--- src/rtl/sctl_pkg.sv ---
package sctl_pkg;
  localparam int NUM_REGS   = 6;
  localparam int REG_W      = 8;
  localparam int ADDR_W     = 3;
  localparam int PAD_BITS   = 4;
  localparam int HDR_BITS   = 1 + ADDR_W + PAD_BITS;
  localparam int FRAME_BITS = HDR_BITS + REG_W;
  localparam int CNT_W      = $clog2(FRAME_BITS + 1);

  // strobes from the frame controller to the register datapath
  typedef struct packed {
    logic              sampleBit;
    logic              bitVal;
    logic              commit;
    logic              loadOut;
    logic              shiftOut;
    logic              dropOut;
    logic [ADDR_W-1:0] addr;
  } strobe_t;
endpackage

--- src/rtl/sctl_ctrl.sv ---
module sctl_ctrl
  import sctl_pkg::*;
#(
  parameter int SYNC_STAGES = 2
) (
  input  logic    clk,
  input  logic    rstN,
  input  logic    serEnN,
  input  logic    serClk,
  input  logic    serIn,
  output strobe_t stb
);
  logic [SYNC_STAGES-1:0] clkSync, dinSync, enSync;
  logic clkPrev;
  logic clkS, dinS, enS;
  logic active, rise, fall, inFrame, addrOk;
  logic [CNT_W-1:0]  cnt;
  logic              rwReg;
  logic [ADDR_W-1:0] addrReg;

  // synchronizer chains for the three serial inputs
  always_ff @(posedge clk or negedge rstN) begin
    if (!rstN) begin
      clkSync <= '0;
      dinSync <= '0;
      enSync  <= '1;
      clkPrev <= 1'b0;
    end else begin
      clkSync <= {clkSync[SYNC_STAGES-2:0], serClk};
      dinSync <= {dinSync[SYNC_STAGES-2:0], serIn};
      enSync  <= {enSync[SYNC_STAGES-2:0], serEnN};
      clkPrev <= clkS;
    end
  end

  assign clkS    = clkSync[SYNC_STAGES-1];
  assign dinS    = dinSync[SYNC_STAGES-1];
  assign enS     = enSync[SYNC_STAGES-1];
  assign active  = ~enS;
  assign rise    = clkS & ~clkPrev;
  assign fall    = ~clkS & clkPrev;
  assign inFrame = (cnt < CNT_W'(FRAME_BITS));
  assign addrOk  = (int'(addrReg) < NUM_REGS);

  // bit counter and header capture
  always_ff @(posedge clk or negedge rstN) begin
    if (!rstN) begin
      cnt     <= '0;
      rwReg   <= 1'b0;
      addrReg <= '0;
    end else if (!active) begin
      cnt     <= '0;
      rwReg   <= 1'b0;
      addrReg <= '0;
    end else if (rise && inFrame) begin
      cnt <= cnt + 1'b1;
      if (cnt == '0)
        rwReg <= dinS;
      else if (cnt <= CNT_W'(ADDR_W))
        addrReg <= {addrReg[ADDR_W-2:0], dinS};
    end
  end

  always_comb begin
    stb.sampleBit = active & rise & inFrame;
    stb.bitVal    = dinS;
    stb.commit    = active & rise & (cnt == CNT_W'(FRAME_BITS - 1)) & ~rwReg & addrOk;
    stb.loadOut   = active & fall & (cnt == CNT_W'(HDR_BITS)) & rwReg;
    stb.shiftOut  = active & fall & (cnt > CNT_W'(HDR_BITS)) & rwReg;
    stb.dropOut   = ~active;
    stb.addr      = addrReg;
  end
endmodule

--- src/rtl/sctl_dpath.sv ---
module sctl_dpath
  import sctl_pkg::*;
(
  input  logic                      clk,
  input  logic                      rstN,
  input  strobe_t                   stb,
  output logic [NUM_REGS*REG_W-1:0] regFlat,
  output logic                      serOut,
  output logic                      serOutEn
);
  logic [REG_W-2:0] dataSh;
  logic [REG_W-1:0] wrByte, readByte, outSh;
  logic             outEn;

  always_ff @(posedge clk or negedge rstN) begin
    if (!rstN)               dataSh <= '0;
    else if (stb.sampleBit)  dataSh <= {dataSh[REG_W-3:0], stb.bitVal};
  end

  assign wrByte = {dataSh, stb.bitVal};

  for (genvar g = 0; g < NUM_REGS; g++) begin : g_reg
    logic [REG_W-1:0] q;
    always_ff @(posedge clk or negedge rstN) begin
      if (!rstN)
        q <= '0;
      else if (stb.commit && (stb.addr == ADDR_W'(g)))
        q <= wrByte;
    end
    assign regFlat[g*REG_W +: REG_W] = q;
  end

  // addresses beyond the bank read as zero
  always_comb begin
    readByte = '0;
    for (int i = 0; i < NUM_REGS; i++)
      if (stb.addr == ADDR_W'(i)) readByte = regFlat[i*REG_W +: REG_W];
  end

  always_ff @(posedge clk or negedge rstN) begin
    if (!rstN) begin
      outSh <= '0;
      outEn <= 1'b0;
    end else if (stb.dropOut) begin
      outSh <= '0;
      outEn <= 1'b0;
    end else if (stb.loadOut) begin
      outSh <= readByte;
      outEn <= 1'b1;
    end else if (stb.shiftOut) begin
      outSh <= {outSh[REG_W-2:0], 1'b0};
    end
  end

  assign serOut   = outSh[REG_W-1] & outEn;
  assign serOutEn = outEn;
endmodule

--- src/rtl/sctl_decode.sv ---
module sctl_decode
  import sctl_pkg::*;
(
  input  logic [NUM_REGS*REG_W-1:0] regFlat,
  output logic       txClkSel,
  output logic [1:0] ifSel,
  output logic [1:0] monSel,
  output logic [3:0] gainI,
  output logic [3:0] gainQ,
  output logic [3:0] gainEnv,
  output logic [4:0] offsI,
  output logic [4:0] offsQ,
  output logic [1:0] invMode
);
  localparam int MODE_REG = 0;
  localparam int IQG_REG  = 1;
  localparam int ENVG_REG = 2;
  localparam int IOFS_REG = 3;
  localparam int QOFS_REG = 4;
  localparam int INV_REG  = 5;

  logic [REG_W-1:0] modeB, iqgB, envgB, iofsB, qofsB, invB;
  logic unusedBits;

  assign modeB = regFlat[MODE_REG*REG_W +: REG_W];
  assign iqgB  = regFlat[IQG_REG*REG_W  +: REG_W];
  assign envgB = regFlat[ENVG_REG*REG_W +: REG_W];
  assign iofsB = regFlat[IOFS_REG*REG_W +: REG_W];
  assign qofsB = regFlat[QOFS_REG*REG_W +: REG_W];
  assign invB  = regFlat[INV_REG*REG_W  +: REG_W];

  assign txClkSel = modeB[6];
  assign ifSel    = modeB[4:3];
  assign monSel   = modeB[1:0];
  assign gainI    = iqgB[7:4];
  assign gainQ    = iqgB[3:0];
  assign gainEnv  = envgB[7:4];
  assign offsI    = iofsB[7:3];
  assign offsQ    = qofsB[7:3];
  assign invMode  = invB[3:2];

  // bits kept only for readback
  assign unusedBits = ^{modeB[7], modeB[5], modeB[2], envgB[3:0], iofsB[2:0],
                        qofsB[2:0], invB[7:4], invB[1:0]};
endmodule

--- src/rtl/sctl_regbank.sv ---
module sctl_regbank
  import sctl_pkg::*;
(
  input  logic       clk,
  input  logic       rstN,
  input  logic       serEnN,
  input  logic       serClk,
  input  logic       serIn,
  output logic       serOut,
  output logic       serOutEn,
  output logic       txClkSel,
  output logic [1:0] ifSel,
  output logic [1:0] monSel,
  output logic [3:0] gainI,
  output logic [3:0] gainQ,
  output logic [3:0] gainEnv,
  output logic [4:0] offsI,
  output logic [4:0] offsQ,
  output logic [1:0] invMode
);
  strobe_t                   stb;
  logic [NUM_REGS*REG_W-1:0] regFlat;

  sctl_ctrl #(.SYNC_STAGES(2)) i_ctrl (
    .clk(clk), .rstN(rstN), .serEnN(serEnN), .serClk(serClk), .serIn(serIn),
    .stb(stb)
  );

  sctl_dpath i_dpath (
    .clk(clk), .rstN(rstN), .stb(stb), .regFlat(regFlat),
    .serOut(serOut), .serOutEn(serOutEn)
  );

  sctl_decode i_decode (
    .regFlat(regFlat), .txClkSel(txClkSel), .ifSel(ifSel), .monSel(monSel),
    .gainI(gainI), .gainQ(gainQ), .gainEnv(gainEnv), .offsI(offsI),
    .offsQ(offsQ), .invMode(invMode)
  );
endmodule

--- config.mk ---
export PLATFORM = sky130hd
export DESIGN_NAME = sctl_regbank
export DESIGN_NICKNAME = d
export VERILOG_FILES = /design/src/rtl/sctl_pkg.sv /design/src/rtl/sctl_ctrl.sv /design/src/rtl/sctl_dpath.sv /design/src/rtl/sctl_decode.sv /design/src/rtl/sctl_regbank.sv
export SDC_FILE = /design/constraint.sdc
export NUM_CORES = 1
export LEC_CHECK = 0
export BUFFER_PORTS_ARGS = -buffer_cell sky130_fd_sc_hd__buf_2
export CORE_MARGIN = 4
export CORE_UTILIZATION = 50
export DETAILED_ROUTE_END_ITERATION = 8
export PLACE_DENSITY_LB_ADDON = 0.3
export SYNTH_ARGS = -nofsm -noshare
export SYNTH_HDL_FRONTEND = slang
export SYNTH_SLANG_ARGS = --single-unit
--- constraint.sdc ---
create_clock -name clk -period 3.65 [get_ports clk]
set_input_delay 0.1825 -clock clk [delete_from_list [all_inputs] [get_ports clk]]
set_output_delay 0.1825 -clock clk [all_outputs]
set_load 0.03 [all_outputs]
==> results_dict.tcl, run 1 <==
set metrics [dict create \
    status "finished, violations left" \
    failed_checks "hold timing" \
    fin_setup_tns_ps 0 \
    clk_pin_slew_ps 80 \
    crit_path_end_kind "flop" \
    dp_hpwl_mm 5.347 \
    avgRoutedWirePerCell_um 18.69 \
    routabilityCongestion 0.7734 \
    fin_nets 329 \
    fin_crit_sh_pct 58.57 \
    avgSynthCellArea_um2 12.50 \
    seqCellArea_mm2 0.002004 \
    drcViolationCount 0 \
    num_vias 2366 \
    slew_headroom_pct 34.21 \
    slew_violations 0 \
    multi_input_area_mm2 0.001578 \
    clockBufferDepth 2 \
    finalWirelength_mm 7.926 \
    max_freq_ghz 0.4677 \
    synth_fp_nets 320 \
    p_per_area_mw_per_mm2 446.8 \
    grt_start_max_net_pins 81 \
    stdcell_area_mm2 0.004189 \
    ys.flop_type "dfrtp_1" \
    grt_pass1_wl_mm 13.16 \
    period_minus_slack_ps 2138 \
    io_buffers 35 \
    vias_per_cell 5.580 \
    critPathKind "flop to flop" \
    fp.dieW_um 96.33 \
    post_dp_cell_area_mm2 0.003918 \
    io_pins 36 \
    min_path_type "input pin to asynchronous set/reset pin" \
    antenna_found_initial 0 \
    synthDistinctLibCells 45 \
    die_h_um 96.33 \
    post_cts.repair.setup_buffers 0 \
    ctsHtreeMaxLevel 3 \
    root_buffer "clkbuf_8" \
    numCtsBuffers 9 \
    n_antenna_cell 0 \
    p_leak_nw 2.037 \
    yosysWarnings 0 \
    hold_slack_ps -9.047 \
    start_util_pct 52.66 \
    max-vdd-ir-drop_uv 308.3 \
    synth_edf_count 0 \
    postCtsResizedCells 0 \
    ys_ff_latch 80 \
    utilization_pct 56.54 \
    grt_pass1_vias 2499 \
    fin_worst_skew_ps 14.64 \
    finalHoldViolCount 21 \
    cts_tree "built" \
    grtUsageTotal_pct 19.00 \
    firstDrtPassIters 5 \
    rsz0062_at_grt "no" \
    required_ps 3880 \
    drive_above_1_share_pct 39.38 \
    startpoint_type "flop" \
    fillCellCount 621 \
    insertion_delay_ps 350 \
    crit_arrival_ps 2370 \
    max-cap-violations 0 \
    syn_inst 312 \
    postCtsHoldBufs 3 \
    worstMarginPinSlew_ps 986.8 \
    syn_to_final_growth_pct 7.377 \
    synthArstFlopShare_pct 100.0 \
    fp-row-count 31 \
    clkSinkCount 80 \
    ys_seq_area_share_pct 51.38 \
    core_mm2 0.007408 \
    worst-path-max-fanout 18 \
    drtIter0Drc 152 \
    dieArea_mm2 0.009279 \
    ant_nets 0 \
    grt-ovfl-total 0 \
    synthesis.area_mm2 0.003901 \
    setup_viol 0 \
]
==> power by group <==
part / internal [mW] / switching (mW)
registers: 0.924 / 0.0813
clock network: 0.470 / 0.312
logic: 0.0437 / 0.0403
total: 1.44 / 0.434
==> per-layer routing <==
| metal | global-route usage (%) | up-vias | wire length, um |
|---|---|---|---|
| met5 | 0 | - | 0 |
| met4 | 6.425 | 0 | 122 |
| met3 | 4.300 | 19 | 383 |
| met2 | 29.50 | 58 | 3805 |
| met1 | 26.39 | 1184 | 3615 |
| li1 | - | 1105 | - |
==> sequential cells by signal, summed over array words and instances (netlist names), 2 cells and up <==
register        count
i_ctrl.enSync       2
i_ctrl.cnt          5
i_dpath.dataSh      7
i_ctrl.addrReg      3
i_dpath.outSh       8
i_ctrl.dinSync      2
i_dpath.g.q        48
i_ctrl.clkSync      2
==> Yosys cell counts (all sizes together), types with 2 or more instances <==
library cell,n,area [um2]
a211oi,2,15.01
nand2b,9,56.30
nand2,10,45.05
o31ai,6,45.04
and3b,2,17.52
mux2i,21,210.2
a21oi,7,38.79
dfstp,2,52.55
xor2,2,17.52
o22a,6,52.55
o22ai,8,50.05
nand3,2,10.01
clkbuf,4,15.01
nor2,20,80.07
dfrtp,78,1952
o211ai,2,15.01
mux2,61,690.7
buf,38,285.3
nand3b,3,26.27
ha,3,37.54
and3,2,17.52
nor3,2,15.01
inv,5,18.77
o21ai,6,30.03
==> placed cells by master (no fill, tap or decap), drive strengths merged, types with 2 or more instances in the layout <==
cell and instances:
mux2 61, and3b 2, o21ai 6, nor3 2, nand2 10, a211oi 2
nand3b 3, nand2b 9, mux2i 21, clkbuf 10, ha 3, inv 6
nor2 20, dfstp 2, o22a 6, and3 2, o31ai 6, nand3 2
bufinv 3, buf 37, dlygate4sd3 3, o22ai 8, dfrtp 78, a21oi 7
xor2 2, o211ai 2
==> cells by family after synthesis <==
logic type,count (synthesis),synth area share [%]
adder cells (fa/ha/maj),3,0.9623
XOR/XNOR,3,0.6736
buffers and inverters,47,8.178
multiplexers,82,23.09
AND/OR/NAND/NOR,60,9.397
AO/OA/AOI/OAI,37,6.318
flip-flops,80,51.38
==> worst max-delay path, stage by stage, from the launching register on <==
cell and delay, ps:
dfrtp_1 620, and2b_1 350, nand2_2 130, nor2_2 510, mux2_2 400
==> through the flow <==
| step | hold WS (ps) | total power [mW] | instances | setup slack, ps |
|---|---|---|---|---|
| 6_report | -9.047 | 1.872 | 424 | 1512 |
| 2_1_floorplan | -113.1 | 1.042 | 312 | 1660 |
| 5_1_grt | 85.27 | 1.943 | 424 | 1360 |
| 3_5_place_dp | 289.1 | 1.101 | 406 | 1541 |
| 3_3_place_gp | 287.5 | 1.100 | 406 | 1585 |
| 4_1_cts | 26.88 | 1.885 | 424 | 1539 |
==> cell type report <==
class,count,share of cell area [%]
flip-flops and latches,80,47.85
multi-input cells,185,37.66
repair buffers,40,5.317
clock buffers,10,3.286
well taps,99,2.957
clock inverters,5,2.479
inverters,5,0.4480
==> worst paths after layout <==
kind | start | depth (start not counted) | to | slack (ps)
worst max-delay path | i_ctrl.addrReg[1] | 4 | i_dpath.g_reg[5].q[3] | 1510
worst min-delay path | rstN | 1 | i_dpath.g_reg[2].q[2] | -9
worst max register to register | i_ctrl.addrReg[1] | 4 | i_dpath.g_reg[5].q[3] | 1510
worst min register to register | i_ctrl.dinSync[0] | 0 | i_ctrl.dinSync[1] | 350
max in group asynchronous | rstN | 1 | i_dpath.g_reg[5].q[0] | 3020
min in group clk | i_ctrl.dinSync[0] | 0 | i_ctrl.dinSync[1] | 350
Note: power is estimated with default switching activity, not from simulation.
==> inputs of run 2 (changes only) <==
- clock period: 3.65 -> 1.96 ns (I/O delays scaled with it)
==> run 2 against run 1 <==
  * The flow finishes with violations (setup timing)
  * Sequential cell count unchanged
  * Register-to-register slack worse by 1500 ps
  * Critical path depth up 2
  * Final cell count up 5.7%
  * Utilization up 3.1 points
  * Clock power up 57%
  * Combinational power up 130%
  * Count of clock-buffer cells in the layout up 1
  * Clock skew down 3.1 ps
  * Global-route usage up 0.93 points
==> results_dict.tcl, run 2 (synthesis results as in run 1) <==
set metrics [dict create \
    fin_worst_skew_ps 11.53 \
    ant_nets 0 \
    failed_checks "setup timing" \
    slew_headroom_pct 64.20 \
    firstDrtPassIters 4 \
    startpoint_type "flop" \
    crit_path_frequent_cell "and3_4" \
    utilization_pct 59.69 \
    die_h_um 96.33 \
    clockBufferDepth 2 \
    fin_ws_ps -19.94 \
    largest_reg_flops 48 \
    dp_hpwl_mm 5.614 \
    largestRegisters "i_dpath.g.q x48, i_dpath.outSh x8, i_dpath.dataSh x7" \
    fin_setup_tns_ps -98.69 \
    grtUsageTotal_pct 19.93 \
    worstMarginPinSlew_ps 535.8 \
    crit_path_end_kind "flop" \
    core_mm2 0.007408 \
    period_minus_slack_ps 1980 \
    routabilityCongestion 0.8589 \
    final_cell_mix "78 x dfrtp_1, 53 x mux2_2, 34 x buf_2" \
    final_common_cell "dfrtp_1" \
    fp-row-count 31 \
    drive_above_1_share_pct 44.70 \
    setup_viol 8 \
    fin_nets 352 \
    avgRoutedWirePerCell_um 18.63 \
    clkSinkCount 80 \
    drtIter0Drc 99 \
    min_path_type "input pin to asynchronous set/reset pin" \
    drcViolationCount 0 \
    fin_crit_sh_pct 101.0 \
    crit_arrival_ps 2220 \
    insertion_delay_ps 360 \
    ctsHtreeMaxLevel 3 \
    grt_start_max_net_pins 47 \
    crit_chain "ha_2 > and3_4 > ha_4 > and4b_2 > and3_4 > mux2_4" \
    rsz0062_at_grt "yes" \
    regMostFlops "i_dpath.g.q" \
    finalWirelength_mm 8.344 \
    p_per_area_mw_per_mm2 745.7 \
    fp.dieW_um 96.33 \
    max-vdd-ir-drop_uv 525.7 \
    vias_per_cell 5.592 \
    io_buffers 35 \
    max-cap-violations 0 \
    p_leak_nw 2.181 \
    critPathKind "flop to flop" \
    io_pins 36 \
    cts_tree "built" \
    syn_to_final_growth_pct 13.34 \
    stdcell_area_mm2 0.004422 \
    slew_violations 0 \
    n_antenna_cell 0 \
    grt_pass1_vias 2590 \
    grt-ovfl-total 0 \
    dieArea_mm2 0.009279 \
    cp_slowest_cell "dfrtp_1" \
    status "finished, violations left" \
    root_buffer "clkbuf_8" \
    numCtsBuffers 9 \
    post_dp_cell_area_mm2 0.004088 \
    num_vias 2505 \
    grt_pass1_wl_mm 13.75 \
    hold_slack_ps 228.3 \
    critPathMaxStageDelay_ps 370 \
    required_ps 2200 \
    max_freq_ghz 0.5051 \
    antenna_found_initial 0 \
    start_util_pct 52.66 \
    worst-path-max-fanout 8 \
    clk_pin_slew_ps 80 \
    finalHoldViolCount 0 \
]
## run 2: changes by cell type in the layout (fill, tap and decap cells not counted), sizes merged
| cell | previous run | this run |
|---|---|---|
| bufinv | 3 | 1 |
| buf | 37 | 59 |
| clkbuf | 10 | 11 |
| inv | 6 | 5 |
| clkinv | 1 | 3 |
| clkinvlp | 0 | 1 |
| dlygate4sd3 | 3 | 4 |
## run 2: worst paths after layout
path,from,slack [ps],depth (start not counted),to
setup / recovery,i_ctrl.cnt[1],-20,6,i_dpath.g_reg[3].q[1]
hold / removal,rstN,230,2,i_ctrl.addrReg[2]
hold reg to reg,i_ctrl.dinSync[0],350,0,i_ctrl.dinSync[1]
setup reg to reg,i_ctrl.cnt[1],-20,6,i_dpath.g_reg[3].q[1]
max in group asynchronous,rstN,1140,3,i_dpath.g_reg[1].q[4]
min in group clk,i_ctrl.dinSync[0],350,0,i_ctrl.dinSync[1]
## run 2: through the flow
| stage | total power [mW] | setup slack [ps] | cells |
|---|---|---|---|
| after floorplan | 1.941 | 7.612 | 312 |
| after global placement | 2.074 | -2.220 | 425 |
| after detailed placement | 2.078 | -26.37 | 425 |
| after CTS | 3.300 | -23.17 | 447 |
| after global routing | 3.436 | -67.23 | 448 |
| final | 3.297 | -19.94 | 448 |
## run 2: layer usage
metal,global-route usage [%],up-vias,share of wire (%)
li1,-,1146,-
met1,28.46,1283,45
met2,30.42,62,48
met3,3.597,14,5.6
met4,7.360,0,1.8
met5,0,-,0
## run 2: what timing repair did
item                                   CTS  global route
pin swaps                                1             2
setup buffers                            2             1
hold buffers                             4             0
gates resized for setup                  3            12
setup endpoints to repair               16            29
endpoints found under the hold margin   35             0
## run 2: layout make-up
type / instances / area (um2)
clock buffer: 11 / 141.4
sequential: 80 / 2004
multi-input combinational: 185 / 1654
fill: 606 / 2987
clock inverter: 5 / 56.30
timing repair buffer: 63 / 422.9
inverter: 5 / 18.77
tap: 99 / 123.9
## run 2: critical path: cells and delay by family (launching register included)
kind,cells,cell delay [ps]
flops,1,370
mux,1,320
fa+ha+maj,2,300
simple gates,3,860
## run 2: power by group
part           internal (mW)  leakage, nW  total, mW  switching, mW
sequential              1.72         1.09       1.87          0.154
combinational          0.103        0.995      0.193         0.0892
clock                  0.622       0.0993       1.23          0.610
total                   2.44         2.18       3.30          0.853
